**src/rtl/sysctl_pkg.sv**
```systemverilog
// Shared encodings for the system control register unit.
// Assumes op, target and size codes are fixed by the instruction decoder.
package sysctl_pkg;
    typedef enum logic [2:0] {
        OP_NOP   = 3'd0,
        OP_LOAD  = 3'd1,
        OP_STORE = 3'd2,
        OP_AND   = 3'd3,
        OP_OR    = 3'd4,
        OP_XOR   = 3'd5
    } op_e;

    typedef enum logic [1:0] {
        SZ_BYTE = 2'd0,
        SZ_WORD = 2'd1,
        SZ_LONG = 2'd2
    } size_e;

    typedef enum logic [2:0] {
        FN_LD_LO = 3'd0,
        FN_LD_HI = 3'd1,
        FN_AND   = 3'd2,
        FN_OR    = 3'd3,
        FN_XOR   = 3'd4
    } ctrl_fn_e;

    typedef enum logic [1:0] {
        FMT_LO   = 2'd0,
        FMT_HI   = 2'd1,
        FMT_FULL = 2'd2
    } store_fmt_e;
endpackage

```
**src/rtl/sysctl_decode.sv**
```systemverilog
// Decodes one strobed operation into write enables, an update function,
// a store format and a legality verdict.
// Assumes target bit 1 selects base (1) versus 8-bit control (0) registers,
// and bit 0 selects which register of the pair is addressed.
module sysctl_decode
    import sysctl_pkg::*;
#(
    parameter int NREG = 2
) (
    input  logic            op_valid,
    input  logic [2:0]      op_code,
    input  logic [1:0]      op_target,
    input  logic [1:0]      op_size,
    output logic [NREG-1:0] ctrl_we,
    output logic [NREG-1:0] base_we,
    output ctrl_fn_e        ctrl_fn,
    output store_fmt_e      store_fmt,
    output logic            store_go,
    output logic            illegal
);
    logic       is_base;
    logic       sel;
    logic       wr_ctrl;
    logic       wr_base;
    logic       st;
    logic       bad;

    assign is_base = op_target[1];
    assign sel     = op_target[0];

    // Classify the operation against its target and size.
    always_comb begin
        wr_ctrl   = 1'b0;
        wr_base   = 1'b0;
        st        = 1'b0;
        bad       = 1'b0;
        ctrl_fn   = FN_LD_LO;
        store_fmt = FMT_FULL;
        case (op_code)
            OP_NOP: ;
            OP_LOAD: begin
                if (is_base) begin
                    if (op_size == SZ_LONG) wr_base = 1'b1;
                    else                    bad = 1'b1;
                end else if (op_size == SZ_BYTE) begin
                    wr_ctrl = 1'b1;
                    ctrl_fn = FN_LD_LO;
                end else if (op_size == SZ_WORD) begin
                    wr_ctrl = 1'b1;
                    ctrl_fn = FN_LD_HI;
                end else begin
                    bad = 1'b1;
                end
            end
            OP_STORE: begin
                if (is_base) begin
                    if (op_size == SZ_LONG) st = 1'b1;
                    else                    bad = 1'b1;
                end else if (op_size == SZ_BYTE) begin
                    st        = 1'b1;
                    store_fmt = FMT_LO;
                end else if (op_size == SZ_WORD) begin
                    st        = 1'b1;
                    store_fmt = FMT_HI;
                end else begin
                    bad = 1'b1;
                end
            end
            OP_AND, OP_OR, OP_XOR: begin
                if (!is_base && op_size == SZ_BYTE) begin
                    wr_ctrl = 1'b1;
                    ctrl_fn = (op_code == OP_AND) ? FN_AND :
                              (op_code == OP_OR)  ? FN_OR  : FN_XOR;
                end else begin
                    bad = 1'b1;
                end
            end
            default: bad = 1'b1;
        endcase
    end

    // Gate the per-register strobes with the valid strobe.
    always_comb begin
        for (int i = 0; i < NREG; i++) begin
            ctrl_we[i] = op_valid && wr_ctrl && (sel == i[0]);
            base_we[i] = op_valid && wr_base && (sel == i[0]);
        end
    end

    assign store_go = op_valid && st;
    assign illegal  = op_valid && bad;
endmodule

```
**src/rtl/sysctl_ctrl_reg.sv**
```systemverilog
// One narrow control register with load (low or high lane) and logical update.
// Assumes the source operand carries at least two register widths.
module sysctl_ctrl_reg
    import sysctl_pkg::*;
#(
    parameter int          CW      = 8,
    parameter logic [CW-1:0] RST_VAL = '0
) (
    input  logic          clk,
    input  logic          rst_n,
    input  logic          we,
    input  ctrl_fn_e      fn,
    input  logic [2*CW-1:0] src,
    output logic [CW-1:0] q
);
    logic [CW-1:0] nxt;

    // Select the next value from the requested function.
    always_comb begin
        case (fn)
            FN_LD_LO: nxt = src[CW-1:0];
            FN_LD_HI: nxt = src[2*CW-1:CW];
            FN_AND:   nxt = q & src[CW-1:0];
            FN_OR:    nxt = q | src[CW-1:0];
            FN_XOR:   nxt = q ^ src[CW-1:0];
            default:  nxt = q;
        endcase
    end

    // Hold the register, reset to its own value.
    always_ff @(posedge clk) begin
        if (!rst_n)  q <= RST_VAL;
        else if (we) q <= nxt;
    end
endmodule

```
**src/rtl/sysctl_base_reg.sv**
```systemverilog
// One wide base register, written whole from the source operand.
// Assumes only long transfers reach it.
module sysctl_base_reg #(
    parameter int BW = 32
) (
    input  logic          clk,
    input  logic          rst_n,
    input  logic          we,
    input  logic [BW-1:0] d,
    output logic [BW-1:0] q
);
    // Hold the register, cleared by reset.
    always_ff @(posedge clk) begin
        if (!rst_n)  q <= '0;
        else if (we) q <= d;
    end
endmodule

```
**src/rtl/sysctl_regs.sv**
```systemverilog
// System control register unit: two narrow control registers and two wide
// base registers, with load, store and immediate logic operations.
// Assumes one operation per strobe; results and flags appear one cycle later.
module sysctl_regs
    import sysctl_pkg::*;
#(
    parameter int           CW     = 8,
    parameter int           BW     = 32,
    parameter int           DW     = 32,
    parameter logic [CW-1:0] CC_RST = 8'h80
) (
    input  logic          clk,
    input  logic          rst_n,
    input  logic          op_valid,
    input  logic [2:0]    op_code,
    input  logic [1:0]    op_target,
    input  logic [1:0]    op_size,
    input  logic [DW-1:0] src_data,
    output logic [DW-1:0] result_data,
    output logic          result_valid,
    output logic          illegal_op,
    output logic [CW-1:0] ccr_q,
    output logic [CW-1:0] exr_q,
    output logic [BW-1:0] vbr_q,
    output logic [BW-1:0] sbr_q
);
    localparam int NREG = 2;
    localparam int WW   = 2 * CW;

    logic [NREG-1:0] ctrl_we;
    logic [NREG-1:0] base_we;
    ctrl_fn_e        ctrl_fn;
    store_fmt_e      store_fmt;
    logic            store_go;
    logic            illegal;
    logic [CW-1:0]   ctrl_q [NREG];
    logic [BW-1:0]   base_q [NREG];
    logic [DW-1:0]   fmt_val;

    sysctl_decode #(.NREG(NREG)) u_dec (
        .op_valid (op_valid),
        .op_code  (op_code),
        .op_target(op_target),
        .op_size  (op_size),
        .ctrl_we  (ctrl_we),
        .base_we  (base_we),
        .ctrl_fn  (ctrl_fn),
        .store_fmt(store_fmt),
        .store_go (store_go),
        .illegal  (illegal)
    );

    for (genvar i = 0; i < NREG; i++) begin : g_ctrl
        sysctl_ctrl_reg #(
            .CW     (CW),
            .RST_VAL((i == 0) ? CC_RST : '0)
        ) u_reg (
            .clk  (clk),
            .rst_n(rst_n),
            .we   (ctrl_we[i]),
            .fn   (ctrl_fn),
            .src  (src_data[WW-1:0]),
            .q    (ctrl_q[i])
        );
    end

    for (genvar i = 0; i < NREG; i++) begin : g_base
        sysctl_base_reg #(.BW(BW)) u_reg (
            .clk  (clk),
            .rst_n(rst_n),
            .we   (base_we[i]),
            .d    (src_data[BW-1:0]),
            .q    (base_q[i])
        );
    end

    // Read the addressed register and lay it out for the store size.
    always_comb begin
        fmt_val = '0;
        case (store_fmt)
            FMT_LO:   fmt_val[CW-1:0]  = ctrl_q[op_target[0]];
            FMT_HI:   fmt_val[WW-1:CW] = ctrl_q[op_target[0]];
            default:  fmt_val[BW-1:0]  = base_q[op_target[0]];
        endcase
    end

    // Register the store result and the rejection flag.
    always_ff @(posedge clk) begin
        if (!rst_n) begin
            result_data  <= '0;
            result_valid <= 1'b0;
            illegal_op   <= 1'b0;
        end else begin
            result_valid <= store_go;
            illegal_op   <= illegal;
            if (store_go) result_data <= fmt_val;
        end
    end

    assign ccr_q = ctrl_q[0];
    assign exr_q = ctrl_q[1];
    assign vbr_q = base_q[0];
    assign sbr_q = base_q[1];
endmodule

```
**config.mk**
```make
export PLATFORM = sky130hd
export DESIGN_NAME = sysctl_regs
export DESIGN_NICKNAME = d
export VERILOG_FILES = /design/src/rtl/sysctl_pkg.sv /design/src/rtl/sysctl_decode.sv /design/src/rtl/sysctl_ctrl_reg.sv /design/src/rtl/sysctl_base_reg.sv /design/src/rtl/sysctl_regs.sv
export SDC_FILE = /design/constraint.sdc
export NUM_CORES = 1
export LEC_CHECK = 0
export BUFFER_PORTS_ARGS = -buffer_cell sky130_fd_sc_hd__clkbuf_2
export CORE_MARGIN = 2
export CORE_UTILIZATION = 30
export CTS_BUF_LIST = sky130_fd_sc_hd__clkbuf_4 sky130_fd_sc_hd__clkbuf_8
export DETAILED_ROUTE_END_ITERATION = 6
export GPL_TIMING_DRIVEN = 0
export PLACE_DENSITY = 0.58
export SLEW_MARGIN = 40
export SYNTH_ARGS = -nofsm -noshare
export SYNTH_HDL_FRONTEND = slang
export SYNTH_SLANG_ARGS = --single-unit
```
**constraint.sdc**
```tcl
create_clock -name clk -period 1.69 [get_ports clk]
set_input_delay 0.169 -clock clk [delete_from_list [all_inputs] [get_ports clk]]
set_output_delay 0.169 -clock clk [all_outputs]
set_load 0.005 [all_outputs]
```
* After elaboration in Yosys (flattened, before gate mapping)
Cells that the tools add are included.
** Storage, ports and cells
- Bits in registers :: 114
- Input port bits :: 42
- Word-level logic and storage cells :: 86
- Output and inout bits :: 114
** Operators by class
- Mux-type cells :: 38
- Eq/ne operators :: 12
- $lt $le $gt $ge :: 1
- Reductions and logical operators :: 20
- Bitwise gates (word level) :: 8
** Operators by type and width (count)
- two-way mux 32 bit :: 3
- one-hot mux 8 bit (5 select lines) :: 2
- one-hot mux 8 bit (2 select lines) :: 2
- two-way mux 8 bit :: 3
- bitwise AND 8 bit :: 2
- two-way mux 16 bit :: 1
- OR 8 bit :: 2
- bitwise XOR 8 bit :: 2
- two-way mux 1 bit :: 15
- two-way mux 3 bit :: 5
- equality test 3 x 2 -> 1 bit, second input constant :: 4
- equality test 3 bit, second input constant :: 3
- logical AND 1 bit :: 9
- two-way mux 2 bit :: 4
- equality test 3 x 1 -> 1 bit, second input constant :: 2
- zero test 3 bit :: 2
- one-hot mux 3 bit (2 select lines) :: 1
- nonzero test 5 bit :: 1
- equality test 2 x 1 -> 1 bit, second input constant :: 2
- zero test 2 bit :: 2
- AND reduction 2 bit :: 2
- OR reduction 2 bit :: 2
- one-hot mux 1 bit (3 select lines) :: 1
- OR reduction 3 bit :: 1
- other kinds (6) :: 6

* Depth between registers and ports, before layout
- Word-level depth :: 8
- Depth in mapped cells :: 7
- Mapped depth without buffers :: 6

* Cells and area by module
From an unflattened synthesis, not the netlist that was laid out.
** Unflattened totals
- Cell total of the unflattened synthesis :: 660
- Area, all modules :: 6402.4 um2
** By module, submodules not included
- sysctl_base_reg :: times used 2, area an instance 1243.7 um2, cells an instance 103
- sysctl_regs :: times used 1, area an instance 1764.2 um2, cells an instance 175
- sysctl_ctrl_reg at g_ctrl[1].u_reg :: times used 1, area an instance 962.2 um2, cells an instance 122
- sysctl_ctrl_reg at g_ctrl[0].u_reg :: times used 1, area an instance 929.6 um2, cells an instance 121
- sysctl_decode :: times used 1, area an instance 259.0 um2, cells an instance 36

* Worst setup path after synthesis
Ideal clock, no wire load.
- Kind :: input -> register
- From :: input op_code[0]
- To :: register result_data[7]
- Stages :: 7
- Arrival :: 1308 ps
- Buffers on the path :: 3
- Slack :: 312 ps
- Path through :: buf_6 > or3b_1 > buf_2 > buf_6 > nor4_2 > o21ai_0 > a21oi_1
** Between the ends
- Word-level cells in the longest chain between the ends :: 4
** RTL lines
- from (decl) :: RTL line sysctl_regs.sv:15 : input logic [2:0] op_code,
- equality test 3 x 2 -> 1 bit * :: RTL line sysctl_decode.sv:39 : case (op_code)
- two-way mux 2 bit :: RTL line sysctl_decode.sv:39
- equality test 2 x 1 -> 1 bit / zero test 2 bit (equally long branches) :: RTL line sysctl_regs.sv:80 : case (store_fmt)
- one-hot mux 8 bit (2 select lines) :: RTL line sysctl_regs.sv:80
- to (signal assigned) :: RTL line sysctl_regs.sv:96 : if (store_go) result_data <= fmt_val;
- to (decl) :: RTL line sysctl_regs.sv:19 : output logic [DW-1:0] result_data,
Every way passes the cells marked *; elsewhere a longest branch is shown, timed or not.
A chain may end at the register's enable or synchronous reset.

* Worst setup path in the final report
- From :: input op_target[0]
- To :: register result_data[4]
** Between the ends
- Word-level cells in the longest chain between the ends :: 5
** RTL lines
- from (decl) :: RTL line sysctl_regs.sv:16 : input logic [1:0] op_target,
- NOT 1 -> 2 bit (not written as such) * :: RTL line sysctl_regs.sv:81, sysctl_regs.sv:83
- two-way mux 32 bit (not written as such) / two-way mux 8 bit (equally long branches) (3 in series) :: RTL line sysctl_regs.sv:83, sysctl_regs.sv:81
- one-hot mux 8 bit (2 select lines) * :: RTL line sysctl_regs.sv:80
Every way passes the cells marked *; elsewhere a longest branch is shown, timed or not. The select of a mux whose other input is x is not followed.

==> impl_table.tex <==
\begin{tabular}{lr}
\hline
Metric & Value \\
\hline
\multicolumn{2}{l}{\textbf{Pwr}} \\
Switching pwr & 1.58 mW \\
Clock Power Share & 46.8\% \\
Power per Cell Area & 809 nW/um\^{}2 \\
Static leakage power & 3.08 nW \\
Power Total & 6.13 mW \\
Proportion of power drawn by combinational gates & 9.0\% \\
Worst VDD drop & 0.440 mV \\
Sequential Power Share & 44.2\% \\
Internal power & 4.55 mW \\
Switching part of the total & 25.8\% \\
\multicolumn{2}{l}{\textbf{STA}} \\
Portion of the clock cycle consumed by the worst path in the final layout & 89.7\% \\
Fmax & 660 MHz \\
Hold Violations, Final & 0 \\
Post-route setup TNS & 0 ns \\
Skew final & 0.0134 ns \\
Smallest hold slack & 0.0223 ns \\
Setup Viol. Count Final & 0 \\
RSZ-0062 raised after global routing & no \\
Transition time at the pin with the least slew margin & 0.732 ns \\
Max\_slew headroom & 51.0\% \\
Number of pins exceeding their max-slew limit in the final report & 0 \\
Shortest clock period the worst path allows after layout & 1.52 ns \\
\multicolumn{2}{l}{\textbf{Global routing}} \\
Global-route wire length before repair & 30.7 mm \\
Met1 Usage GRT & 27.0\% \\
Pin count of the biggest net entering global routing & 17 \\
M2 GR Usage & 30.6\% \\
Met3 track demand over resource in global routing & 4.77\% \\
Number of antenna violations at the first check in global routing & 0 \\
Global routing's busiest layer & met2 \\
Total grt overflow & 0 \\
GRT Resource Usage Total & 19.7\% \\
Via count of the first global-routing pass & 5,385 \\
\multicolumn{2}{l}{\textbf{Synthesis}} \\
Top cell type's share of synthesized area & 39.1\% \\
Post-synthesis instance total & 685 \\
Per-instance average area after synthesis & 8.51 um\^{}2 \\
Cells taking the most area after synthesis & sky130\_fd\_sc\_hd\_\_dfxtp\_1 (39\%), sky130\_fd\_sc\_hd\_\_nand2\_1 (11\%), sky130\_fd\_sc\_hd\_\_a21oi\_1 (7.6\%) \\
Count of yosys warnings during synthesis & 0 \\
Flip-flop and latch count after synthesis & 114 \\
Netlist Area Pre-Place & 5830 um\^{}2 \\
Synth Net Count & 759 \\
Cell type with the highest aggregate area in the netlist & sky130\_fd\_sc\_hd\_\_dfxtp\_1 \\
Number of unique standard cell types used by synthesis & 47 \\
Register area share after synthesis & 39.1\% \\
\multicolumn{2}{l}{\textbf{Routing}} \\
Residual DRC & 0 \\
Number of vias after detailed routing & 5,711 \\
Number of optimization iterations in the first detailed-route pass & 5 \\
DRT iter0 DRCs & 410 \\
Total Wirelength & 20.4 mm \\
Mean routed wirelength per cell & 17.7 um \\
DRT antenna net count & 0 \\
Drt via density & 4.96 \\
\multicolumn{2}{l}{\textbf{Critical path}} \\
Endpoint arrival time on the critical path & 1.83 ns \\
Critical Path Source Type & input pin \\
Worst Path Required & 2.00 ns \\
Type of the worst setup path & in2reg \\
Capturing element type of the critical path & flop \\
Largest fanout on the critical path & 10 \\
\multicolumn{2}{l}{\textbf{Place}} \\
Input/output buffers & 153 \\
Cell Area, Placed & 6920 um\^{}2 \\
Routability Congestion & 0.857 \\
Hpwl dp & 15.1 mm \\
\multicolumn{2}{l}{\textbf{Finish}} \\
Fraction of layout instances using a drive strength above 1 & 26.6\% \\
Post-Route Utilization & 40.1\% \\
Number of nets in the final layout & 953 \\
Relative area change from synthesis to final layout & 30.0\% \\
Post-route cell area & 7580 um\^{}2 \\
Ant. Diodes & 0 \\
\multicolumn{2}{l}{\textbf{Die}} \\
Die footprint & 20,600 um\^{}2 \\
IO Pins & 156 \\
Effective utilization at floorplan & 30.9\% \\
Cell Rows & 50 \\
Die H & 143 um \\
Die span in x & 143 um \\
Floorplan core area & 18,900 um\^{}2 \\
\multicolumn{2}{l}{\textbf{Run status}} \\
Status & complete, no violations \\
\multicolumn{2}{l}{\textbf{CTS}} \\
Longest Clk Path Bufs & 2 \\
Cts bufs inserted & 17 \\
Clock sink count & 114 \\
H-tree lvl count & 4 \\
Clock tree from TritonCTS & built \\
Number of setup buffers added after CTS & 0 \\
Worst skew pair latency & 0.46 ns \\
Clock Pin Slew Worst Setup and Hold Paths & 0.07 ns \\
Buffer cell driving the clock tree root & sky130\_fd\_sc\_hd\_\_clkbuf\_8 \\
\multicolumn{2}{l}{\textbf{Min path}} \\
Path class of the lowest-slack min-delay path & in2reg \\
\multicolumn{2}{l}{\textbf{Job}} \\
Number of violations of the max-capacitance limit & 0 \\
\hline
\end{tabular}
## metal layers
metal,part of all wire [%],wire (um)
met4,1.9,390
met2,46,9300
met5,0,0
met1,47,9520
met3,5.8,1190
## cell usage after synthesis, drive strengths merged
| master | count |
|---|---|
| nand2 | 164 |
| dfxtp | 114 |
| a21oi | 89 |
| mux2i | 40 |
| o21ai | 33 |
| ha | 32 |
| buf | 29 |
| clkbuf | 29 |
| inv | 25 |
| a22oi | 24 |
| a311oi | 16 |
| o2bb2ai | 16 |
| a31oi | 15 |
| nor2b | 10 |
| o211ai | 10 |
| nor4 | 8 |
| nor2 | 5 |
| and2 | 3 |
| and3b | 3 |
| a211oi | 2 |
| and3 | 2 |
| and4 | 2 |
| nand4 | 2 |
| nor3b | 2 |
| a21o | 1 |
| a221oi | 1 |
| a41oi | 1 |
| clkdlybuf4s15 | 1 |
| nor4b | 1 |
| o211a | 1 |
| o22a | 1 |
| or2 | 1 |
| or3b | 1 |
| xor2 | 1 |
## sequential cells by signal, indices dropped and copies added (netlist names)
register / cells
result_valid: 1
result_data: 32
g_ctrl.u_reg.q: 16
g_base.u_reg.q: 64
illegal_op: 1
## through the flow
stage | instances | worst slack (ns)
6_report | 1152 | 0.174
5_1_grt | 1152 | 0.171
4_1_cts | 1152 | 0.283
3_5_place_dp | 1098 | -0.190
3_3_place_gp | 1098 | -0.222
2_1_floorplan | 685 | 0.312
## worst max-delay path, cell delays in order
cell and delay, ns:
sky130_fd_sc_hd__buf_2 0.16, sky130_fd_sc_hd__buf_4 0.26, sky130_fd_sc_hd__buf_2 0.35, sky130_fd_sc_hd__mux2i_1 0.35
sky130_fd_sc_hd__a21oi_1 0.07, sky130_fd_sc_hd__o21ai_0 0.35, sky130_fd_sc_hd__a21oi_1 0.11
## kinds of logic (layout without fill, tap and decap cells)
group	Yosys count	after routing	share of synthesized area [%]
XOR/XNOR	1	1	0.150
adder cells (fa/ha/maj)	32	32	6.87
AO/OA/AOI/OAI	210	210	22.5
flip-flops	114	114	39.1
multiplexers	40	40	6.87
buffers and inverters	84	291	8.65
AND/OR/NAND/NOR	204	204	15.9
## cell type report
class	instances	area, um^2
buffer	59	410
clock buffer	19	249
clock inverter	13	186
fill	2008	11300
inverter	25	93.8
multi-input combinational	487	3050
sequential	114	2280
tap	260	325
timing repair buffer	175	986
## power groups by stage
stage | clock, mW | sequential [mW] | combinational, mW
after floorplan | 0 | 2.77 | 0.297
after global placement | 0 | 2.77 | 0.504
after detailed placement | 0 | 2.77 | 0.507
after CTS | 2.91 | 2.71 | 0.549
after global routing | 3.04 | 2.71 | 0.600
final | 2.87 | 2.71 | 0.551
## timing repair
action | in CTS | in global routing
endpoints found under the hold margin | 42 | 0
endpoints found under the setup margin | 0 | 0
hold buffers | 22 | 0
gates resized for setup | 0 | 0
## final timing paths
check | endpoint | from | slack (ns) | cells after the start
worst max-delay path | result_data[4]$_SDFFE_PN0P_ | op_target[0] | 0.17 | 7
worst min-delay path | g_base[0].u_reg.q[9]$_SDFFE_PN0P_ | src_data[9] | 0.02 | 3
worst max register to register | result_data[4]$_SDFFE_PN0P_ | g_ctrl[1].u_reg.q[4]$_SDFFE_PN0P_ | 0.25 | 4
worst min register to register | result_data[0]$_SDFFE_PN0P_ | result_data[0]$_SDFFE_PN0P_ | 0.46 | 2
## placed cells by master (no fill, tap or decap), types with 4 or more instances in the layout
cell type	instances
sky130_fd_sc_hd__nand2_1	164
sky130_fd_sc_hd__dlygate4sd3_1	22
sky130_fd_sc_hd__buf_2	15
sky130_fd_sc_hd__clkbuf_8	23
sky130_fd_sc_hd__dfxtp_1	114
sky130_fd_sc_hd__a21oi_1	89
sky130_fd_sc_hd__inv_1	24
sky130_fd_sc_hd__nor4_1	6
sky130_fd_sc_hd__clkbuf_1	22
sky130_fd_sc_hd__o211ai_1	9
sky130_fd_sc_hd__clkbuf_2	154
sky130_fd_sc_hd__nor2b_1	9
sky130_fd_sc_hd__buf_6	10
sky130_fd_sc_hd__o21ai_0	31
sky130_fd_sc_hd__bufinv_16	4
sky130_fd_sc_hd__clkinvlp_4	4
sky130_fd_sc_hd__mux2i_1	40
sky130_fd_sc_hd__ha_1	32
sky130_fd_sc_hd__a31oi_1	15
sky130_fd_sc_hd__o2bb2ai_1	16
sky130_fd_sc_hd__a22oi_1	24
sky130_fd_sc_hd__a311oi_1	15
Note: power is estimated with default switching activity, not from simulation.
